[src/rtl/hpt_pkg.sv]
package hpt_pkg;

    localparam int CNT_W   = 32;
    localparam int WORD_W  = 32;
    localparam int ROUTE_W = 5;

    // Mode word bit positions
    localparam int F_PERIODIC = 0;
    localparam int F_VALSET   = 1;
    localparam int F_FORCE32  = 2;
    localparam int F_IRQ_EN   = 3;
    localparam int F_LEVEL    = 4;
    localparam int F_MSG_EN   = 5;
    localparam int F_ROUTE    = 8;
    localparam int F_CAP_PER  = 16;
    localparam int F_CAP_WIDE = 17;
    localparam int F_CAP_MSG  = 18;

    typedef logic [CNT_W-1:0]  tick_t;
    typedef logic [WORD_W-1:0] word_t;

    typedef struct packed {
        logic               periodic;
        logic               valset;
        logic               irq_en;
        logic               level;
        logic               msg_en;
        logic [ROUTE_W-1:0] route;
    } chan_mode_t;

    function automatic chan_mode_t unpack_mode(input word_t w);
        chan_mode_t m;
        m.periodic = w[F_PERIODIC];
        m.valset   = w[F_VALSET];
        m.irq_en   = w[F_IRQ_EN];
        m.level    = w[F_LEVEL];
        m.msg_en   = w[F_MSG_EN];
        m.route    = w[F_ROUTE +: ROUTE_W];
        return m;
    endfunction

    function automatic word_t pack_mode(input chan_mode_t m);
        word_t w;
        w                      = '0;
        w[F_PERIODIC]          = m.periodic;
        w[F_VALSET]            = m.valset;
        w[F_FORCE32]           = 1'b0;
        w[F_IRQ_EN]            = m.irq_en;
        w[F_LEVEL]             = m.level;
        w[F_MSG_EN]            = m.msg_en;
        w[F_ROUTE +: ROUTE_W]  = m.route;
        w[F_CAP_PER]           = 1'b1;
        w[F_CAP_WIDE]          = 1'b0;
        w[F_CAP_MSG]           = 1'b1;
        return w;
    endfunction

    // First period boundary strictly after 'now', on the lattice through 'base'.
    function automatic tick_t next_boundary(input tick_t base, input tick_t now,
                                            input tick_t step);
        tick_t lag;
        tick_t steps;
        if (step == '0) return base;
        lag   = now - base;
        steps = lag / step + tick_t'(1);
        return base + steps * step;
    endfunction

endpackage

[src/rtl/hpt_mode_reg.sv]
module hpt_mode_reg
    import hpt_pkg::*;
#(
    parameter logic [WORD_W-1:0] PIN_MASK = 32'h00F0_0000
) (
    input  logic          clk,
    input  logic          rst,
    input  logic          wr,
    input  word_t         wdata,
    input  logic          valset_clr,
    output chan_mode_t    mode,
    output logic [2*WORD_W-1:0] rdata
);

    always_ff @(posedge clk) begin
        if (rst) begin
            mode <= '0;
        end else if (wr) begin
            mode <= unpack_mode(wdata);
        end else if (valset_clr) begin
            mode.valset <= 1'b0;
        end
    end

    assign rdata = {PIN_MASK, pack_mode(mode)};

    // value-set drops after a comparator write
    assert_valset_selfclear_R5: assert property (@(posedge clk) disable iff (rst)
        (valset_clr && !wr) |=> !mode.valset);

endmodule

[src/rtl/hpt_match.sv]
module hpt_match
    import hpt_pkg::*;
(
    input  logic  clk,
    input  logic  rst,
    input  logic  cnt_en,
    input  logic  cnt_tick,
    input  tick_t cnt_val,
    input  tick_t cmp,
    input  logic  hold,
    output logic  hit,
    output logic  fire
);

    assign hit = cnt_en && cnt_tick && !hold && (cnt_val == cmp);

    always_ff @(posedge clk) begin
        if (rst) fire <= 1'b0;
        else     fire <= hit;
    end

    // no strobe unless the counter was running
    assert_fire_needs_enable_R6: assert property (@(posedge clk) disable iff (rst)
        fire |-> $past(cnt_en));

endmodule

[src/rtl/hpt_cmp_core.sv]
module hpt_cmp_core
    import hpt_pkg::*;
(
    input  logic  clk,
    input  logic  rst,
    input  logic  periodic,
    input  logic  valset,
    input  logic  cmp_wr,
    input  tick_t cmp_wdata,
    input  logic  per_clr,
    input  logic  cnt_en,
    input  tick_t cnt_val,
    input  logic  hit,
    output tick_t cmp,
    output tick_t period
);

    logic  en_q;
    logic  en_rise;
    logic  per_live;
    tick_t w_per;
    tick_t w_base;
    logic  w_changed;
    logic  w_round;
    tick_t rl_base;
    tick_t rl_step;
    tick_t rl_next;

    assign en_rise  = cnt_en && !en_q;
    assign per_live = periodic && (period != '0);

    // What a comparator write would load, before any round-up
    always_comb begin
        if (periodic) begin
            w_per  = cmp_wdata;
            w_base = valset ? cmp_wdata : cmp;
        end else begin
            w_per  = period;
            w_base = cmp_wdata;
        end
        w_changed = (w_base != cmp) || (w_per != period);
        w_round   = w_changed && cnt_en && periodic && (w_per != '0);
    end

    // One shared reload datapath for write, match and counter start
    always_comb begin
        if (cmp_wr) begin
            rl_base = w_base;
            rl_step = w_per;
        end else begin
            rl_base = cmp;
            rl_step = period;
        end
        rl_next = next_boundary(rl_base, cnt_val, rl_step);
    end

    always_ff @(posedge clk) begin
        if (rst) begin
            cmp    <= '1;
            period <= '0;
            en_q   <= 1'b0;
        end else begin
            en_q <= cnt_en;
            if (cmp_wr) begin
                cmp    <= w_round ? rl_next : w_base;
                period <= w_per;
            end else if ((hit || en_rise) && per_live) begin
                cmp <= rl_next;
            end
            if (per_clr) period <= '0;
        end
    end

    // a one-shot channel holds no period
    assert_oneshot_no_period_R10: assert property (@(posedge clk) disable iff (rst)
        !periodic |-> (period == '0));

    // one-shot write lands in the comparator
    assert_oneshot_load_R4: assert property (@(posedge clk) disable iff (rst)
        (cmp_wr && !periodic) |=> (cmp == $past(cmp_wdata)));

    // periodic write without value-set leaves the comparator alone
    assert_periodic_hold_R3: assert property (@(posedge clk) disable iff (rst)
        (cmp_wr && periodic && !valset && !cnt_en) |=> (cmp == $past(cmp)));

    // a periodic match steps one period
    assert_periodic_step_R7: assert property (@(posedge clk) disable iff (rst)
        (hit && !cmp_wr && periodic && (period != '0)) |=>
            (cmp == $past(cmp) + $past(period)));

    // zero period never reloads on a match
    assert_zero_period_static_R11: assert property (@(posedge clk) disable iff (rst)
        (hit && !cmp_wr && (period == '0)) |=> (cmp == $past(cmp)));

endmodule

[src/rtl/hpt_channel.sv]
module hpt_channel
    import hpt_pkg::*;
#(
    parameter logic [31:0] PIN_MASK = 32'h00F0_0000
) (
    input  logic        clk,
    input  logic        rst,
    input  logic        cnt_en,
    input  logic        cnt_tick,
    input  logic [31:0] cnt_val,
    input  logic        cfg_wr,
    input  logic [31:0] cfg_wdata,
    input  logic        cmp_wr,
    input  logic [31:0] cmp_wdata,
    output logic [63:0] cfg_rdata,
    output logic [31:0] cmp_rdata,
    output logic        fire
);

    chan_mode_t mode;
    tick_t      cmp;
    tick_t      period;
    logic       hit;
    logic       per_clr;

    assign per_clr = cfg_wr && !cfg_wdata[F_PERIODIC];

    hpt_mode_reg #(.PIN_MASK(PIN_MASK)) u_mode (
        .clk        (clk),
        .rst        (rst),
        .wr         (cfg_wr),
        .wdata      (cfg_wdata),
        .valset_clr (cmp_wr),
        .mode       (mode),
        .rdata      (cfg_rdata)
    );

    hpt_match u_match (
        .clk      (clk),
        .rst      (rst),
        .cnt_en   (cnt_en),
        .cnt_tick (cnt_tick),
        .cnt_val  (cnt_val),
        .cmp      (cmp),
        .hold     (cmp_wr),
        .hit      (hit),
        .fire     (fire)
    );

    hpt_cmp_core u_core (
        .clk       (clk),
        .rst       (rst),
        .periodic  (mode.periodic),
        .valset    (mode.valset),
        .cmp_wr    (cmp_wr),
        .cmp_wdata (cmp_wdata),
        .per_clr   (per_clr),
        .cnt_en    (cnt_en),
        .cnt_val   (cnt_val),
        .hit       (hit),
        .cmp       (cmp),
        .period    (period)
    );

    assign cmp_rdata = cmp;

endmodule

[config.mk]
export PLATFORM = sky130hd
export DESIGN_NAME = hpt_channel
export DESIGN_NICKNAME = d
export VERILOG_FILES = /design/src/rtl/hpt_pkg.sv /design/src/rtl/hpt_mode_reg.sv /design/src/rtl/hpt_match.sv /design/src/rtl/hpt_cmp_core.sv /design/src/rtl/hpt_channel.sv
export SDC_FILE = /design/constraint.sdc
export NUM_CORES = 2
export LEC_CHECK = 0
export BUFFER_PORTS_ARGS = -buffer_cell sky130_fd_sc_hd__buf_2
export CORE_ASPECT_RATIO = 1.1
export CORE_MARGIN = 2
export CORE_UTILIZATION = 45
export DETAILED_ROUTE_END_ITERATION = 8
export GPL_TIMING_DRIVEN = 1
export MAX_ROUTING_LAYER = met4
export SLEW_MARGIN = 20
export SYNTH_ARGS = -nofsm -noshare
export SYNTH_HDL_FRONTEND = slang
export SYNTH_SLANG_ARGS = --single-unit
[constraint.sdc]
create_clock -name clk -period 85.6 [get_ports clk]
set_clock_uncertainty 0.15 [all_clocks]
set_input_delay 8.56 -clock clk [delete_from_list [all_inputs] [get_ports clk]]
set_output_delay 8.56 -clock clk [all_outputs]
set_load 0.1 [all_outputs]
==> summary.txt <==
Floorplanning
  – Core Area: 113,000 µm²
  – Die width: 325 µm
  – IO Count: 199
  – Die area: 116,000 µm²
  – Starting Density: 0.454
  – Die Span Y: 358 µm
  – FP Rows: 129

Logic synthesis
  – Library cells used by synthesis: 106
  – Seq/Total Area, Yosys: 0.0298
  – Cells after synthesis: 6,947
  – YS warnings: 0
  – Synth async-reset ratio: 0
  – Most used flip-flop cell after synthesis: dfxtp_1
  – Syn Area/Cell: 7.36 µm²
  – Synthesized area: 51,100 µm²
  – Synthesized flop and latch total: 76
  – Post-synth EDFFs: 0

Critical path
  – Kind of cell adding the most delay to the critical path: compound AO/OA/AOI/OAI gates
  – Worst Reg-to-Reg Cells: 399
  – Worst path slowest cell: or4_4
  – Critical Path Max Stage Delay: 580 ps
  – Crit path DAT: 84,180 ps
  – RR Startpoint: u_mode.mode[9]
  – CP bufs+invs: 82
  – R2R Setup Slk: 8680 ps
  – CP Data Required Time: 85,710 ps
  – Crit-path max FO: 27
  – Crit path kind: input pin to flop
  – Element type at the critical path end: flop
  – Worst path most repeated cell: buf_4
  – Crit path launch: cmp_wr
  – Worst reg2reg endpoint: u_core.cmp[31]
  – Worst setup SP type: input pin

Clock network
  – CTS Buf Count: 9
  – Hold Buf Count CTS: 0
  – Clk_lat worst skew: 370 ps
  – Clock Path Buffers: 2
  – TritonCTS sink count: 76
  – Htree depth: 3
  – Clock root buffer: clkbuf_16
  – CTS tree: yes
  – Clk pin slew, worst setup/hold paths: 80 ps

Global route
  – Vias in the first global route: 60,038
  – Overall Global Routing Usage: 0.407
  – First-pass GRT wire length: 352,000 µm
  – Initial antenna violation count: 12
  – Grt total ovfl: 0
  – Pin count of the biggest net entering global routing: 50

Finish
  – Most frequent cells in the layout: buf_4, nor2_1, inv_1, ha_1, nand2_1
  – Final core occ: 0.666
  – Share of layout cells above drive strength 1: 0.358
  – Commonest non-fill, non-tap cell in the layout: buf_4
  – Cell Count, Final, Fillers Out: 10,754
  – Final instance area: 75,100 µm²
  – Area delta synth->final: 46.8%
  – Layout Nets: 10,460

Min path
  – Hold Path Cell Cnt: 2
  – Min-delay src: u_mode.mode[4]
  – WHS Endpoint: u_mode.mode[4]
  – Worst min-delay path class: flop to flop

Routing
  – Post-route DRC violation count: 0
  – Per-cell routed wire length: 22.6 µm
  – DRT iter0 DRCs: 4,813
  – Vias/cell: 5.75
  – DRT antenna net count: 0
  – Wire length after detailed routing: 243,000 µm
  – 1st-pass router iterations: 6
  – Vias: 61,807

Timing
  – Slew Limit Fails: 0
  – Fin crit share: 0.982
  – Post-route minimum period: 84,070 ps
  – Final Hold Vio Count: 0
  – Fmax achieved: 11.9 MHz
  – Slew headroom: 0.289
  – Slew @ Worst Pin: 1070 ps
  – Final setup violating endpoints: 0
  – RSZ-0062 raised after global routing: true

Place
  – Dpl cells: 10,518
  – GPL Wtd Cong: 1.11
  – Placed Area: 69,400 µm²
  – Buffers on Ports: 122
  – Post-DP HPWL: 195,000 µm

Status
  – Status: complete, no violations

Flow run
  – Max cap viols: 0
## synthesized netlist by cell type, types with 17 or more instances
cell type,number,area (µm²)
nor2_1,893,3350
ha_1,686,8580
inv_1,672,2520
nand2_1,640,2400
a21oi_1,483,2420
fa_1,439,8790
xnor2_1,351,3070
o21ai_0,281,1410
clkbuf_1,202,758
xor2_1,172,1510
a21o_1,169,1270
nor3_1,169,846
o21a_1,162,1220
nand3_1,110,551
mux2_2,96,1080
nor2b_1,92,576
dfxtp_1,76,1520
nand2b_1,74,463
a31oi_1,70,438
or2_2,68,425
or3_1,65,407
nand4_1,64,400
and2_1,60,375
buf_4,58,435
mux2i_1,54,541
o31ai_1,48,360
nor4_1,47,294
o211ai_1,47,353
and3_1,45,282
o21bai_1,40,300
a211oi_1,37,278
a221oi_1,37,324
o21ai_1,35,175
o22ai_1,23,144
a21boi_0,21,158
buf_1,21,78.8
a211o_1,17,149
## through the flow
step	hold WS (ps)	setup slack (ps)	TNS, ps
floorplan	431	20.8	0
global placement	319	-4000	-59900
detailed placement	325	-4830	-82270
CTS	339	11.7	0
global route	381	-1490	-13070
finish	334	1530	0
## state kept, by name, summed over array words and instances, names as in the netlist
signal and cells:
u_core.period 32, u_mode.mode 10, u_core.cmp 32, u_core.en_q 1
u_match.fire 1
## worst max path at each step
stage / endpoint / cells after the start
floorplan: u_core.cmp[31] / 390
global placement: u_core.cmp[31] / 383
detailed placement: u_core.cmp[31] / 383
CTS: u_core.cmp[31] / 386
global route: u_core.cmp[31] / 406
finish: u_core.cmp[31] / 398
## area by class of cell
| cell class | count | area, µm² |
|---|---|---|
| Sequential cell | 76 | 1520 |
| Antenna cell | 10 | 25.0 |
| Timing Repair Buffer | 2514 | 19100 |
| Fill cell | 9809 | 37600 |
| Multi-Input combinational cell | 5947 | 49600 |
| Inverter | 685 | 2570 |
| Clock buffer | 9 | 225 |
| Tap cell | 1506 | 1880 |
| Clock inverter | 7 | 76.3 |
## kinds of logic after synthesis
| kind of cell | Yosys count | synth area share |
|---|---|---|
| simple gates | 2409 | 0.217 |
| compound gates | 1674 | 0.213 |
| flops | 76 | 0.0298 |
| fa+ha+maj | 1125 | 0.340 |
| buf+inv | 979 | 0.0766 |
| mux | 156 | 0.0333 |
| xor+xnor | 526 | 0.0908 |
| other cells | 2 | 0.000147 |
## per-layer routing
| metal | part of all wire | vias up | global-route usage |
|---|---|---|---|
| met4 | 0.077 | 0 | 0.233 |
| met5 | 0 | - | - |
| met1 | 0.38 | 29637 | 0.479 |
| li1 | - | 28568 | - |
| met3 | 0.089 | 841 | 0.0684 |
| met2 | 0.45 | 2761 | 0.661 |
## timing repair
action	in CTS	in global routing
pin swaps	46	290
buffers inserted	52	152
gates cloned	1	8
gates resized for setup	165	601
endpoints found under the setup margin	27	29
## tightest hold or removal path: cells and delay by family, from the launching register on
family | cells | cell delay (ps)
mux | 1 | 60
flops | 1 | 320
simple gates | 1 | 70
Power is not shown: default switching activity piles up to over one toggle a cycle in this logic, so the estimate is an artifact.
